===== config.mk =====
export PLATFORM = sky130hd
export DESIGN_NAME = mc_hash_filter
export DESIGN_NICKNAME = d
export VERILOG_FILES = /design/src/rtl/mhf_pkg.sv /design/src/rtl/mhf_crc_slot.sv /design/src/rtl/mhf_table_bank.sv /design/src/rtl/mhf_decide.sv /design/src/rtl/mc_hash_filter.sv
export SDC_FILE = /design/constraint.sdc
export NUM_CORES = 1
export LEC_CHECK = 0
export BUFFER_PORTS_ARGS = -buffer_cell sky130_fd_sc_hd__buf_2
export CAP_MARGIN = 20
export CELL_PAD_IN_SITES_DETAIL_PLACEMENT = 0
export CELL_PAD_IN_SITES_GLOBAL_PLACEMENT = 1
export CORE_MARGIN = 5
export CORE_UTILIZATION = 49
export CTS_CLUSTER_SIZE = 40
export DETAILED_ROUTE_END_ITERATION = 7
export GPL_ROUTABILITY_DRIVEN = 1
export PLACE_DENSITY_LB_ADDON = 0.1
export SLEW_MARGIN = 20
export SYNTH_ARGS = -nofsm -noshare
export SYNTH_HDL_FRONTEND = slang
export SYNTH_SLANG_ARGS = --single-unit

===== constraint.sdc =====
create_clock -name clk -period 4.85 [get_ports clk]
set_input_delay 0.7275 -clock clk [delete_from_list [all_inputs] [get_ports clk]]
set_output_delay 0.7275 -clock clk [all_outputs]
set_load 0.02 [all_outputs]

===== src/rtl/mhf_pkg.sv =====
package mhf_pkg;

    localparam logic [31:0] CRC_POLY = 32'h04C1_1DB7;
    localparam int          DA_BYTES = 6;

    typedef struct packed {
        logic promisc;
        logic allmc;
        logic hash_en;
    } mode_t;

    typedef struct packed {
        logic  mc;
        logic  uc_hit;
        mode_t mode;
    } req_t;

    // Advance the CRC by one byte, least significant bit first.
    function automatic logic [31:0] crc_byte(input logic [31:0] c_in, input logic [7:0] b);
        logic [31:0] c;
        logic        fb;
        c = c_in;
        for (int i = 0; i < 8; i++) begin
            fb = c[31] ^ b[i];
            c  = {c[30:0], 1'b0} ^ (fb ? CRC_POLY : 32'h0);
        end
        return c;
    endfunction

    // CRC of the six address bytes, first byte taken from the top of da.
    function automatic logic [31:0] da_crc(input logic [47:0] da);
        logic [31:0] c;
        c = 32'hFFFF_FFFF;
        for (int k = 0; k < DA_BYTES; k++) begin
            c = crc_byte(c, da[47 - 8*k -: 8]);
        end
        return c;
    endfunction

    // Byte offset of the table window, chosen by table size.
    function automatic int hash_base(input int slot_shift);
        return (slot_shift > 6) ? 'h80 : 'h30;
    endfunction

endpackage


===== src/rtl/mhf_crc_slot.sv =====
module mhf_crc_slot
    import mhf_pkg::*;
#(
    parameter int SLOT_SHIFT = 6
) (
    input  logic [47:0]           da,
    output logic [SLOT_SHIFT-1:0] slot
);
    logic [31:0] crc;

    always_comb begin
        crc  = da_crc(da);
        // (SLOTS-1) minus the top bits is the bitwise complement of them.
        slot = ~crc[31 -: SLOT_SHIFT];
    end
endmodule


===== src/rtl/mhf_table_bank.sv =====
module mhf_table_bank
    import mhf_pkg::*;
#(
    parameter int SLOT_SHIFT  = 6,
    parameter int WIDTH_SHIFT = 4,
    parameter int ADDR_W      = 8
) (
    input  logic                  clk,
    input  logic                  rst,
    input  logic                  cfg_we,
    input  logic [ADDR_W-1:0]     cfg_addr,
    input  logic [31:0]           cfg_wdata,
    output logic [31:0]           cfg_rdata,
    input  logic [SLOT_SHIFT-1:0] lk_slot,
    output logic                  lk_hit
);
    localparam int W     = 1 << WIDTH_SHIFT;
    localparam int RIDXW = SLOT_SHIFT - WIDTH_SHIFT;
    localparam int REGS  = 1 << RIDXW;
    localparam int IDXW  = RIDXW + 1;
    localparam logic [31:0] USED =
        (W >= 32) ? 32'hFFFF_FFFF : ((32'd1 << W) - 32'd1);
    localparam logic [ADDR_W-1:0] BASE_A = ADDR_W'(hash_base(SLOT_SHIFT));
    localparam logic [ADDR_W-1:0] END_A  = ADDR_W'(hash_base(SLOT_SHIFT) + 8*REGS);

    logic [31:0]       ind_q [REGS];
    logic [31:0]       grp_q [REGS];
    logic [ADDR_W-1:0] off;
    logic              in_win;
    logic [IDXW-1:0]   widx;
    logic [RIDXW-1:0]  lk_reg;
    logic [31:0]       lk_mask;

    always_comb begin
        off    = cfg_addr - BASE_A;
        in_win = (cfg_addr >= BASE_A) && (cfg_addr < END_A) && (cfg_addr[1:0] == 2'b00);
        widx   = IDXW'(off >> 2);
    end

    always_ff @(posedge clk) begin
        if (rst) begin
            for (int r = 0; r < REGS; r++) begin
                ind_q[r] <= '0;
                grp_q[r] <= '0;
            end
        end else if (cfg_we && in_win) begin
            if (widx[IDXW-1])
                grp_q[widx[RIDXW-1:0]] <= cfg_wdata & USED;
            else
                ind_q[widx[RIDXW-1:0]] <= cfg_wdata & USED;
        end
    end

    always_comb begin
        cfg_rdata = '0;
        if (in_win)
            cfg_rdata = widx[IDXW-1] ? grp_q[widx[RIDXW-1:0]] : ind_q[widx[RIDXW-1:0]];
    end

    // Slot lookup: word by upper slot bits, bit MSB-first by lower bits.
    always_comb begin
        lk_reg  = RIDXW'(lk_slot >> WIDTH_SHIFT);
        lk_mask = (32'd1 << (W - 1)) >> lk_slot[WIDTH_SHIFT-1:0];
        lk_hit  = |(grp_q[lk_reg] & lk_mask);
    end
endmodule


===== src/rtl/mhf_decide.sv =====
module mhf_decide
    import mhf_pkg::*;
(
    input  req_t req,
    input  logic hash_hit,
    output logic accept
);
    always_comb begin
        if (req.mode.promisc)
            accept = 1'b1;
        else if (req.mc)
            accept = req.mode.allmc | (req.mode.hash_en & hash_hit);
        else
            accept = req.uc_hit;
    end
endmodule


===== src/rtl/mc_hash_filter.sv =====
module mc_hash_filter
    import mhf_pkg::*;
#(
    parameter int SLOT_SHIFT  = 6,
    parameter int WIDTH_SHIFT = 4,
    parameter int ADDR_W      = 8
) (
    input  logic              clk,
    input  logic              rst,
    input  logic              da_valid,
    input  logic [47:0]       da,
    input  logic              uc_match,
    input  logic              mode_promisc,
    input  logic              mode_allmc,
    input  logic              mode_hash_en,
    input  logic              cfg_we,
    input  logic [ADDR_W-1:0] cfg_addr,
    input  logic [31:0]       cfg_wdata,
    output logic [31:0]       cfg_rdata,
    output logic              dec_valid,
    output logic              dec_accept
);
    logic [SLOT_SHIFT-1:0] slot_c;
    logic [SLOT_SHIFT-1:0] s1_slot;
    req_t                  req_c;
    req_t                  s1_req;
    logic                  s1_vld;
    logic                  hash_hit;
    logic                  acc_c;

    mhf_crc_slot #(.SLOT_SHIFT(SLOT_SHIFT)) u_crc (
        .da   (da),
        .slot (slot_c)
    );

    always_comb begin
        req_c.mc           = da[40];
        req_c.uc_hit       = uc_match;
        req_c.mode.promisc = mode_promisc;
        req_c.mode.allmc   = mode_allmc;
        req_c.mode.hash_en = mode_hash_en;
    end

    // Stage 1: capture slot and request.
    always_ff @(posedge clk) begin
        if (rst) begin
            s1_vld  <= 1'b0;
            s1_req  <= '0;
            s1_slot <= '0;
        end else begin
            s1_vld  <= da_valid;
            s1_req  <= req_c;
            s1_slot <= slot_c;
        end
    end

    mhf_table_bank #(
        .SLOT_SHIFT  (SLOT_SHIFT),
        .WIDTH_SHIFT (WIDTH_SHIFT),
        .ADDR_W      (ADDR_W)
    ) u_bank (
        .clk       (clk),
        .rst       (rst),
        .cfg_we    (cfg_we),
        .cfg_addr  (cfg_addr),
        .cfg_wdata (cfg_wdata),
        .cfg_rdata (cfg_rdata),
        .lk_slot   (s1_slot),
        .lk_hit    (hash_hit)
    );

    mhf_decide u_decide (
        .req      (s1_req),
        .hash_hit (hash_hit),
        .accept   (acc_c)
    );

    // Stage 2: registered decision.
    always_ff @(posedge clk) begin
        if (rst) begin
            dec_valid  <= 1'b0;
            dec_accept <= 1'b0;
        end else begin
            dec_valid  <= s1_vld;
            dec_accept <= s1_vld & acc_c;
        end
    end
endmodule


Word level (Yosys, flattened, before mapping)
Memories as Yosys holds them, arrays and structs flattened. A register that Yosys moved wholly into a read port is not among the register bits. Cells that the tools add are included.

Register bits: 14. Bits in read-only memories: 0. Memory bits (writable): 128. Memories: 2. Word-level logic and storage cells: 191. Latch bits: 0. Input port bits: 96.

Reduce and logical (&&, ||, !) cells: 7. $lt $le $gt $ge: 2. Eq/ne operators: 0. Add/sub/neg operators: 1. Div/mod/pow operators: 0. Shifts and indexed selects: 1. Multiply operators: 0. Multiplexer cells: 69. Bitwise gates (word level): 100.

Memory list: u_bank.grp_q (words 4, width 16, read ports 2, clocked after memory_dff 1, write ports 4, RTL line mhf_table_bank.sv:27) `logic [31:0] grp_q [REGS];`; u_bank.ind_q (words 4, width 16, read ports 1, clocked after memory_dff 0, write ports 4, RTL line mhf_table_bank.sv:26) `logic [31:0] ind_q [REGS];`.

Operator list (count): $xor 32x32->32 (47); $mux 27 (48); $mux 32 (2); $xor 1x1->1 (47); $and 32x32->32 (1); $mux 16 (2); $reduce_or 16->1 (2); $reduce_or 32->1 (1); $shr 16x4->32 const A (1); $not 31->31 (1); $mux 1 (14); $ge 8x6->1 const B (1); $lt 8x7->1 const B (1); $mux 2 (3); $not 6->6 (1); $sub 5x5->5 const B (1); $logic_and 1x1->1 (3); $and 1x1->1 (2); $logic_not 2->1 (1); $or 1x1->1 (1).

Depth between registers and ports, before layout
Depth in word-level cells: 145. Depth in mapped cells: 10. Depth with buffers taken out: 9.

By module
A second synthesis with hierarchy kept.

Cell total of the unflattened synthesis: 676. Area total of the unflattened synthesis: 9416.5 µm².

By module, submodules not included: mhf_table_bank (cells each 464, area an instance 6612.6 µm², times used 1); mhf_crc_slot (cells each 179, area an instance 2374.8 µm², times used 1); mc_hash_filter (cells each 29, area an instance 409.1 µm², times used 1); mhf_decide (cells each 4, area an instance 20.0 µm², times used 1).

Worst setup path after synthesis
OpenSTA, ideal clock, no wires.

Path type: input-to-reg. From: in cfg_addr[2]. To: mem u_bank.grp_q[1][0] in the netlist's numbering, enable pin. Data required time: 4.415 ns. Arrival time: 3.464 ns. Stages on the path: 4. Setup slack: 0.950 ns. Setup time: 0.435 ns. Cells stage by stage: clkbuf_1 > clkbuf_1 > nand2_1 > o41ai_1.

RTL lines: from (decl) (RTL line mc_hash_filter.sv:17) `input logic [ADDR_W-1:0] cfg_addr,`; to (decl) (RTL line mhf_table_bank.sv:27).

Final worst setup path
From: in da[42]. To: reg s1_slot[3].

Word-level cells in the longest chain between the ends: 63.

RTL lines: from (decl) (RTL line mc_hash_filter.sv:11) `input logic [47:0] da,`; $xor 1x1->1 (*) (RTL line mhf_pkg.sv:24) `fb = c[31] ^ b[i];`; $mux 27 (*) (RTL line mhf_pkg.sv:25) `c = {c[30:0], 1'b0} ^ (fb ? CRC_POLY : 32'h0);`; $xor 32x32->32 (*) (6 in series) (RTL line mhf_pkg.sv:25); $xor 1x1->1 (RTL line mhf_pkg.sv:24); $mux 27 (RTL line mhf_pkg.sv:25); $xor 32x32->32 (*) (6 in series) (RTL line mhf_pkg.sv:25); $xor 1x1->1 (RTL line mhf_pkg.sv:24); $mux 27 (RTL line mhf_pkg.sv:25); [24 not listed]; $xor 32x32->32 (*) (6 in series) (RTL line mhf_pkg.sv:25); $xor 1x1->1 (RTL line mhf_pkg.sv:24); $mux 27 (RTL line mhf_pkg.sv:25); $xor 32x32->32 (*) (6 in series) (RTL line mhf_pkg.sv:25); $xor 1x1->1 (RTL line mhf_pkg.sv:24); $mux 27 (RTL line mhf_pkg.sv:25); $xor 32x32->32 (*) (4 in series) (RTL line mhf_pkg.sv:25); $not 6->6 (*) (RTL line mhf_crc_slot.sv:14) `slot = ~crc[31 -: SLOT_SHIFT];`; to (signal assigned) (RTL line mc_hash_filter.sv:53) `s1_slot <= slot_c;`; to (decl) (RTL line mc_hash_filter.sv:24) `logic [SLOT_SHIFT-1:0] s1_slot;`.

Every way passes the cells marked *; elsewhere a longest branch is shown, timed or not. A chain may end at the register's enable or synchronous reset.

==> impl_metrics.toml <==
[clock_network]
holdBufCountCts = 0
cts_max_level = 4
cts.clk_slew.worst_paths_ns = 0.06
insertion_delay_ns = 0.41
post-cts-setup-buffer-count = 0
root_buffer = "clkbuf_16"
clock-sinks = 142
numCtsBuffers = 17
post_cts_resized = 0
cts_tree = "done"
clockBufferDepth = 2

[critical_path]
cp_max_fo = 8
cpPeakStageDelay_ns = 0.56
critPathSlowestCell = "xnor3_2"
critical_path_required_ns = 5.16
crit_path_start_kind = "input pin"
cp_common_cell = "xnor3_1"
cp_cell_sequence = "buf_2 -> xnor3_2 -> xnor2_4 -> xnor3_1 -> xor3_1 -> xnor3_1 -> xnor2_1 -> xnor2_1 -> xnor3_1 -> and2_1"
arrival_ns = 4.27
critical_path_class = "input pin to flip-flop"
endpoint_kind = "flip-flop"

[timing]
finalMaxSlewViolations = 0
rsz0062_at_grt = "no"
tightest_slew_ns = 1.05
fmax_mhz = 253
setup_tns_ns = 0
min_period_ns = 3.96
setup_violations = 0
max_slew_margin = 0.297
fin_skew_ns = 0.00407
post-route-period-util = 0.816
fin_hold_ws_ns = 0.463
hold_violations = 0

[die]
core_um2 = 20000
row_count = 52
io_pins = 130
start_util = 0.494
die-area_um2 = 23200
die_h_um = 152
die_width_um = 152

[power_and_ir_drop]
internal_power_mw = 6.77
pwr-share-comb = 0.714
powerDensity_nw_per_um2 = 894
ir_drop_v = 0.00103
cellLeakagePower_nw = 4.57
pwr-share-seq = 0.158
net-switching-power_mw = 3.23
clockPowerShare = 0.127
power.total_mw = 10.0
power_switching_share = 0.323

[routing]
route.detailed.drc = 0
vias = 5560
postRouteWirelength_mm = 23.4
first_pass_iters = 4
avgRoutedWirePerCell_um = 22.3
via_per_inst = 5.30
ant_nets = 0
drt_iter0_markers = 306

[finish]
mostFrequentLayoutCell = "edfxtp_1"
fin_area_um2 = 11200
layout_common_cells = "128 x edfxtp_1, 113 x and2_1, 97 x buf_2"
nets = 863
antennaDiodeCount = 0
syn_to_final_growth_pct = 13.0
fillers = 1754
drive_gt1_frac = 0.297

[placement]
dpl.hpwl_mm = 16.6
port_buffers = 97
place_congestion = 0.822
placed_area_um2 = 10600

[run_status]
status = "completed"

[logic_synthesis]
yosys.area.top_type_share = 0.388
syn-instance-count = 675
yosysSeqAreaShare = 0.416
ys_types = 40
yosysTopAreaCell = "edfxtp_1"
synth.area.top_cells = "edfxtp_1 39%, mux4_2 11%, xnor3_1 11%"
asyncSetResetFlopFracSynth = 0
netlist_area_um2 = 9900
ys_ff_latch = 142
ys_warn_count = 0
ys.flop_type = "edfxtp_1"
syn_avg_cell_area_um2 = 14.7
synth_edf_count = 128

[grt]
antenna_found_initial = 0
use_met1 = 0.265
grt_max_degree = 41
grt_pass1_vias = 6104
grt-ovfl-total = 0
grt_usage = 0.207
met3_usage = 0.0372
grt_use_met2 = 0.365
grt_pass1_wl_mm = 36.4
top_usage_layer = "met2"

[hold_path]
min_path_type = "flip-flop to flip-flop"

[run]
maxCapViolCount = 0
[layer usage]
metal  up-vias  share of wire
met5         -              0
met4         0          0.015
met3        21          0.047
met2       157           0.53
met1      2815           0.41
li1       2567              -
[power by group through the flow]
stage / clock [mW] / sequential [mW] / combinational (mW)
global placement: 0 / 1.61 / 7.19
floorplan: 0 / 1.53 / 6.30
finish: 1.27 / 1.59 / 7.14
CTS: 1.29 / 1.59 / 7.30
detailed placement: 0 / 1.61 / 7.23
global route: 1.36 / 1.60 / 7.73
[per-stage QoR]
step           worst slack (ns)  utilization  instances
4_1_cts                   0.856        0.558       1050
3_5_place_dp              0.419        0.529       1018
6_report                  0.895        0.558       1050
2_1_floorplan             0.950            -        690
3_3_place_gp              0.486        0.529       1018
5_1_grt                   0.747        0.558       1050
[sequential cells by signal (all words and copies together), names as in the netlist]
register and flops:
s1_slot 6, dec_accept 1, s1_vld 1, s1_req 5, u_bank.grp_q 64, dec_valid 1
u_bank.ind_q 64
[logic make-up (layout without fill, tap and decap cells)]
kind of cell	Yosys count	in the layout	synth area share
buffers and inverters	58	148	0.0329
other	1	16	0.000379
AO/OA/AOI/OAI	13	13	0.00809
flip-flops	142	142	0.416
XOR/XNOR	205	205	0.301
AND/OR/NAND/NOR	187	187	0.109
multiplexers	69	69	0.133
[critical path, delay by kind of cell]
family                 cells  cell delay [ns]
XOR/XNOR                   8             3.09
AND/OR/NAND/NOR            1             0.16
buffers and inverters      1             0.28
[path summary, 6_finish.rpt]
path	start	to	slack, ns	cells after the start
max	da[42]	s1_slot[3]$_SDFF_PP0_	0.89	10
min	s1_req[2]$_SDFF_PP0_	dec_accept$_SDFF_PP0_	0.46	1
min reg2reg	s1_req[2]$_SDFF_PP0_	dec_accept$_SDFF_PP0_	0.46	1
max reg2reg	s1_slot[4]$_SDFF_PP0_	dec_accept$_SDFF_PP0_	2.29	8
[final cells by class]
type | instances | area [um2] | area share
Clock buffer | 20 | 447 | 0.0399
Tap cell | 270 | 338 | 0.0302
Clock inverter | 12 | 136 | 0.0122
Multi-Input combinational cell | 490 | 5520 | 0.494
Inverter | 3 | 11.3 | 0.00101
Sequential cell | 142 | 4130 | 0.369
Timing Repair Buffer | 113 | 606 | 0.0541
[synthesized netlist by cell type (all sizes together) (2+ instances only)]
library cell / n
edfxtp: 128
xnor2: 116
and2: 113
xnor3: 55
mux4: 50
nor2: 30
buf: 29
xor2: 28
clkbuf: 26
mux2i: 19
and3: 16
dfxtp: 14
nand2: 8
nor2b: 8
xor3: 6
o21ai: 4
a31oi: 3
inv: 3
nor4: 3
or2: 3
a21oi: 2
nor3: 2
Power figures use the tool's default switching activity.
